## config.mk

```make
export PLATFORM = sky130hd
export DESIGN_NAME = rx_addr_filter
export DESIGN_NICKNAME = d
export VERILOG_FILES = /design/src/rtl/afilt_pkg.sv /design/src/rtl/afilt_hash.sv /design/src/rtl/afilt_classify.sv /design/src/rtl/afilt_steer.sv /design/src/rtl/rx_addr_filter.sv
export SDC_FILE = /design/constraint.sdc
export NUM_CORES = 1
export LEC_CHECK = 0
export BUFFER_PORTS_ARGS = -buffer_cell sky130_fd_sc_hd__buf_2
export CAP_MARGIN = 20
export CORE_MARGIN = 4
export CORE_UTILIZATION = 25
export DETAILED_ROUTE_END_ITERATION = 10
export PLACE_DENSITY_LB_ADDON = 0.25
export SYNTH_ARGS = -nofsm -noshare
export SYNTH_HDL_FRONTEND = slang
export SYNTH_SLANG_ARGS = --single-unit
```

## constraint.sdc

```tcl
create_clock -name clk -period 8 [get_ports clk]
set_clock_uncertainty 0.15 [all_clocks]
set_input_delay 1.2 -clock clk [delete_from_list [all_inputs] [get_ports clk]]
set_output_delay 1.2 -clock clk [all_outputs]
set_load 0.01 [all_outputs]
```

## src/rtl/afilt_pkg.sv

```systemverilog
package afilt_pkg;
  localparam int CHAN_W    = 3;
  localparam int NUM_CHAN  = 1 << CHAN_W;
  localparam int ADDR_BYTES = 6;
  localparam int ADDR_W    = ADDR_BYTES * 8;
  localparam int IDX_W     = 6;
  localparam int TABLE_N   = 1 << IDX_W;
  localparam int WORD_W    = 32;

  // control word field positions, decoded by neighbouring logic
  localparam int PROM_EN_BIT = 21;
  localparam int PROM_CH_LSB = 16;
  localparam int BC_EN_BIT   = 13;
  localparam int BC_CH_LSB   = 8;
  localparam int MC_EN_BIT   = 5;
  localparam int MC_CH_LSB   = 0;

  typedef enum logic [2:0] {
    CLS_REJECT  = 3'd0,
    CLS_STATION = 3'd1,
    CLS_BCAST   = 3'd2,
    CLS_MCAST   = 3'd3,
    CLS_PROMISC = 3'd4
  } frame_class_e;

  typedef struct packed {
    logic         accept;
    logic [CHAN_W-1:0] chan;
    frame_class_e cls;
  } verdict_t;

  typedef struct packed {
    logic station_hit;
    logic is_bcast;
    logic is_mcast;
    logic hash_hit;
  } addr_flags_t;
endpackage

```

## src/rtl/afilt_hash.sv

```systemverilog
module afilt_hash
  import afilt_pkg::*;
#(
  parameter int NBYTES = ADDR_BYTES,
  parameter int OUT_W  = IDX_W
) (
  input  logic [NBYTES*8-1:0] addr,
  output logic [OUT_W-1:0]    index
);
  logic [7:0] term [NBYTES];

  // each byte folds with a right shift of 2, 4 or 6 (repeating every three
  // bytes) against a left shift that makes the pair sum to six
  for (genvar k = 0; k < NBYTES; k++) begin : g_term
    localparam int RSH = 2 * ((k % 3) + 1);
    localparam int LSH = 6 - RSH;
    logic [7:0] b;
    assign b       = addr[8*k +: 8];
    assign term[k] = (b >> RSH) ^ 8'(b << LSH);
  end

  logic [7:0] fold;
  always_comb begin
    fold = '0;
    for (int k = 0; k < NBYTES; k++) fold = fold ^ term[k];
  end

  assign index = fold[OUT_W-1:0];
endmodule

```

## src/rtl/afilt_classify.sv

```systemverilog
module afilt_classify
  import afilt_pkg::*;
(
  input  logic [ADDR_W-1:0]  dst,
  input  logic [WORD_W-1:0]  sta_hi,
  input  logic [7:0]         sta_mid,
  input  logic [7:0]         sta_lo,
  input  logic [WORD_W-1:0]  hash_lo,
  input  logic [WORD_W-1:0]  hash_hi,
  output addr_flags_t        flags
);
  localparam int NWORDS = TABLE_N / WORD_W;

  logic [ADDR_W-1:0] station;
  logic [IDX_W-1:0]  idx;
  logic [TABLE_N-1:0] table_bits;

  assign station = {sta_lo, sta_mid, sta_hi};

  afilt_hash #(.NBYTES(ADDR_BYTES), .OUT_W(IDX_W)) u_hash (
    .addr  (dst),
    .index (idx)
  );

  // table word w holds entries w*32 .. w*32+31
  logic [WORD_W-1:0] words [NWORDS];
  assign words[0] = hash_lo;
  assign words[1] = hash_hi;
  for (genvar w = 0; w < NWORDS; w++) begin : g_tbl
    assign table_bits[w*WORD_W +: WORD_W] = words[w];
  end

  always_comb begin
    flags.station_hit = (dst == station);
    flags.is_bcast    = &dst;
    flags.is_mcast    = dst[0] && !(&dst);
    flags.hash_hit    = table_bits[idx];
  end
endmodule

```

## src/rtl/afilt_steer.sv

```systemverilog
module afilt_steer
  import afilt_pkg::*;
(
  input  addr_flags_t        flags,
  input  logic [WORD_W-1:0]  ctrl,
  input  logic [NUM_CHAN-1:0] uc_mask,
  input  logic [CHAN_W-1:0]  uc_chan,
  output verdict_t           verdict
);
  logic uc_ok, bc_ok, mc_ok, pr_ok;

  assign uc_ok = flags.station_hit && uc_mask[uc_chan];
  assign bc_ok = flags.is_bcast && ctrl[BC_EN_BIT];
  assign mc_ok = flags.is_mcast && flags.hash_hit && ctrl[MC_EN_BIT];
  assign pr_ok = ctrl[PROM_EN_BIT];

  always_comb begin
    verdict = '{accept: 1'b0, chan: '0, cls: CLS_REJECT};
    if (uc_ok) begin
      verdict = '{accept: 1'b1, chan: uc_chan, cls: CLS_STATION};
    end else if (bc_ok) begin
      verdict = '{accept: 1'b1, chan: ctrl[BC_CH_LSB +: CHAN_W], cls: CLS_BCAST};
    end else if (mc_ok) begin
      verdict = '{accept: 1'b1, chan: ctrl[MC_CH_LSB +: CHAN_W], cls: CLS_MCAST};
    end else if (pr_ok) begin
      verdict = '{accept: 1'b1, chan: ctrl[PROM_CH_LSB +: CHAN_W], cls: CLS_PROMISC};
    end
  end
endmodule

```

## src/rtl/rx_addr_filter.sv

```systemverilog
module rx_addr_filter
  import afilt_pkg::*;
(
  input  logic                clk,
  input  logic                rst_n,
  input  logic                in_valid,
  output logic                in_ready,
  input  logic [47:0]         in_dst,
  input  logic [31:0]         cfg_ctrl,
  input  logic [31:0]         cfg_sta_hi,
  input  logic [7:0]          cfg_sta_mid,
  input  logic [7:0]          cfg_sta_lo,
  input  logic [7:0]          cfg_uc_mask,
  input  logic [2:0]          cfg_uc_chan,
  input  logic [31:0]         cfg_hash_lo,
  input  logic [31:0]         cfg_hash_hi,
  output logic                out_valid,
  input  logic                out_ready,
  output logic                out_accept,
  output logic [2:0]          out_chan,
  output logic [2:0]          out_class
);
  addr_flags_t flags;
  verdict_t    next_v, held_v;

  afilt_classify u_cls (
    .dst     (in_dst),
    .sta_hi  (cfg_sta_hi),
    .sta_mid (cfg_sta_mid),
    .sta_lo  (cfg_sta_lo),
    .hash_lo (cfg_hash_lo),
    .hash_hi (cfg_hash_hi),
    .flags   (flags)
  );

  afilt_steer u_steer (
    .flags   (flags),
    .ctrl    (cfg_ctrl),
    .uc_mask (cfg_uc_mask),
    .uc_chan (cfg_uc_chan),
    .verdict (next_v)
  );

  assign in_ready = !out_valid || out_ready;

  always_ff @(posedge clk) begin
    if (!rst_n) begin
      out_valid <= 1'b0;
      held_v    <= '{accept: 1'b0, chan: '0, cls: CLS_REJECT};
    end else if (in_ready) begin
      out_valid <= in_valid;
      if (in_valid) held_v <= next_v;
    end
  end

  assign out_accept = held_v.accept;
  assign out_chan   = held_v.chan;
  assign out_class  = held_v.cls;
endmodule

```

==> results by stage <==
GRT:
- The overall fraction of global-route tracks in use is roughly 17%.
- The via count of the first global-routing pass was around 2800.
- The pin count of the biggest net entering global routing is 25.
- The wire length of the first global-routing pass is between 10 and 15 mm.
- For this run the aggregate overflow at the end of global routing stands at 0.
- The number of antenna violations at the first check in global routing is 0.

Detailed routing:
- For this run, design rule violations remaining after detail routing come to 0.
- The detailed router placed between 2000 and 3000 vias in this run.
- The via density per instance is about 5.
- In the final routed layout, each cell accounts on average for 17.0 µm.
- The first detailed-routing pass took 4 iterations.
- The total detailed-routing wirelength is about 9.6 mm.
- Once detail routing completed, the nets flagged for antenna violations numbered 0.
- The number of DRC violations after detailed-routing iteration 0 is 77.

Floorplanning:
- The placement row count is 34.
- The initial standard-cell utilization of the core is 25.7%.
- The area of the core region is 8720 µm².
- The floorplan step defined a die boundary enclosing about 11000 µm².
- The vertical die dimension is just over 100 µm.
- The number of primary I/O pins is approximately 220.
- The x dimension of the die is a little over 100 µm.

Clock tree:
- The buffer cell driving the clock tree root is sky130_fd_sc_hd__clkbuf_8.
- The number of levels the H-tree was split into is 1.
- TritonCTS created 3 clock buffers.
- Post-CTS timing repair inserted 0 buffers for setup.
- The worst-skew pair later-pin latency is 0.23 ns.
- For this design, the CTS-stage hold fixing added 0 buffers.
- The post-cts resize count is 0.
- No sink is reached through more buffers than the 2 on the longest clock path.
- The number of clock sinks is 8.
- Clock-pin slew was measured on the worst setup and hold paths at ~0.04 ns.
- The clock tree from TritonCTS is yes.

Cells and area:
- The leading cell type in the layout, fill and taps excluded is sky130_fd_sc_hd__buf_2.
- In the layout the commonest cells are 195 x sky130_fd_sc_hd__buf_2, 53 x sky130_fd_sc_hd__xor2_1, 38 x sky130_fd_sc_hd__xnor2_1.
- The number of antenna diodes in the final layout is 0.
- The layout cell share with drive strength beyond 1 is a little under half.
- The count of cells in the finished layout, fillers not included, comes to 563.
- The post-synthesis to final-layout area growth is 50.4%.
- The number of nets in the finished design is ~660.
- The layout has ~930 filler cells.
- For this run, the share of the core covered by cells in the final layout is 38.7%.

Status:
- The flow ran to the end, and the final reports show no timing, DRC or antenna violations.

Synth:
- The average footprint of a synthesized cell is around 8.7 µm².
- Yosys printed 0 warnings.
- In the synthesized netlist, the number of instances is 259.
- The synthesized netlist net count is around 470.
- Of all flip-flops after synthesis, the portion carrying an async set or reset was 0%.
- Yosys mapped a number of flops with a built-in enable equal to 0.
- The post-synthesis cell type count is between 40 and 50.
- Of the synthesized area, sequential elements account for around 7.1%.
- For this run, the leading register cell type out of synthesis is sky130_fd_sc_hd__dfxtp_1.
- After synthesis the netlist holds a flip-flop and latch count of 8.
- The synthesized netlist occupies a cell area of about 2200 µm².

Timing:
- For the pin with the worst max-slew slack, the measured transition is 0.977 ns.
- The final critical delay including setup and external delays is about 4.4 ns.
- Of the available clock period, the critical path in the final layout requires 54.6%.
- The worst-case hold slack is about 0.31 ns.
- Adding up every negative setup slack in the final design gives 0 ns.
- The number of endpoints failing setup at the final stage is 0.
- The number of pins exceeding their max-slew limit in the final report is 0.
- The number of hold violations in the final report came to 0.
- Timing would allow up to about 230 MHz.
- Setup repair after global routing left no endpoint under its margin.
- The max-slew headroom at the worst pin is between 30% and 40%.

Critical path:
- In this run the worst setup path terminates at out_chan[2].
- Along the worst path, the maximum fanout reaches 24.
- The start-to-end type of the worst setup path is in -> reg.
- The endpoint required time on the critical path is about 8.0 ns.
- STA classifies the critical path startpoint as a primary input.
- Data on the critical path arrives at its endpoint at 4.34 ns.
- The terminus of the critical flop-to-flop path is out_chan[1].
- The reg2reg setup slack is 6.57 ns.
- The reg-to-reg startpoint is out_valid.
- The launch point of the critical path is in_dst[2].
- The worst reg-to-reg path cell count is 5.
- The element type at the critical path end is a register.

Pwr:
- The worst voltage drop across the vdd grid is ~0.052 mV.
- Dividing total power by cell area gives a power density of ~130 nW/µm².
- The completed layout was analyzed and its total power is roughly 430 µW.
- The static leakage power is about 0.0016 µW.

Placement:
- The instance count after placement with tap cells included is 560.
- The sum of net half-perimeters after detailed placement is approximately 8.6 mm.
- At the end of routability-driven placement, the weighted congestion stood at a little under 0.9.
- Port buffering added 195 buffers.

Min path:
- The hold path depth is 2.
- The path class of the lowest-slack min-delay path is reg -> reg.

Run:
- The max-cap check violation count is 0.
[critical path: stages]
cell and delay [ns]:
sky130_fd_sc_hd__buf_2 0.15, sky130_fd_sc_hd__xor2_1 0.19, sky130_fd_sc_hd__xnor2_1 0.18, sky130_fd_sc_hd__xnor2_4 0.81, sky130_fd_sc_hd__mux4_1 0.66, sky130_fd_sc_hd__a2bb2oi_1 0.15
sky130_fd_sc_hd__o2111ai_2 0.08, sky130_fd_sc_hd__o2111ai_1 0.15, sky130_fd_sc_hd__o211ai_2 0.41, sky130_fd_sc_hd__o21ai_0 0.15, sky130_fd_sc_hd__o21a_1 0.19
[power by group]
part / leakage, µW / switching, µW / internal, µW / total (µW)
Combinational: 0.00152 / 169 / 166 / 335
Clock: 0.0000216 / 17.0 / 32.7 / 49.6
Sequential: 0.0000657 / 2.45 / 43.8 / 46.3
Total: 0.00161 / 188 / 242 / 431
[cell usage after synthesis (all sizes together), types with 3 or more instances]
library cell	number	area share [%]
xor2	53	21
and2	4	1.2
inv	9	1.5
nand4	29	8.1
a311oi	3	1.2
xnor2	39	16
a221oi	3	1.2
buf	3	1.6
mux2i	20	8.9
nand3	4	0.89
mux4	10	11
nor4	18	5.0
o22ai	4	1.1
a31oi	3	0.84
nand2	10	1.7
o21a	4	1.3
dfxtp	8	7.1
a21oi	4	0.89
o21ai	5	1.1
nor2	6	1.0
and3	3	0.84
[cell families after synthesis]
| group | Yosys count | share of synthesized area, % |
|---|---|---|
| compound gates | 36 | 11.8 |
| xor+xnor | 92 | 36.3 |
| buf+inv | 13 | 3.68 |
| flops | 8 | 7.15 |
| mux | 31 | 20.8 |
| simple gates | 79 | 20.3 |
[registers in the layout (all words and copies together), names as in the netlist]
| register | flops |
|---|---|
| out_chan | 3 |
| out_accept | 1 |
| out_valid | 1 |
| out_class | 3 |
[per-stage QoR]
stage          setup WS [ns]  cell area [µm²]
2_1_floorplan           4.40             2240
3_3_place_gp            3.39             3330
3_5_place_dp            3.34             3330
4_1_cts                 3.60             3370
5_1_grt                 3.44             3370
6_report                3.63             3370
[worst min path at each step]
stage,start,endpoint,slack [ns]
floorplan,out_class[2],out_class[2],0.33
global placement,out_class[2],out_class[2],0.30
detailed placement,out_class[2],out_class[2],0.31
CTS,out_class[2],out_class[2],0.31
global route,out_class[2],out_class[2],0.35
finish,out_class[2],out_class[2],0.31
[per-layer routing]
metal  GRT usage (%)  vias up  share of wire, %
met3            2.64        8               8.4
li1                -     1392                 -
met4            3.23        0               1.2
met1            20.5     1275                39
met2            31.3      152                51
met5               0        -                 0
[final cells by class]
class                      count  area (µm²)  share of cell area [%]
multi-input combinational    238        2010                    59.6
timing repair buffer         197         991                    29.4
sequential                     8         160                    4.75
tap                          108         135                    4.01
clock buffer                   3        41.3                    1.22
inverter                       9        33.8                    1.00
Note: power is estimated with default switching activity, not from simulation.
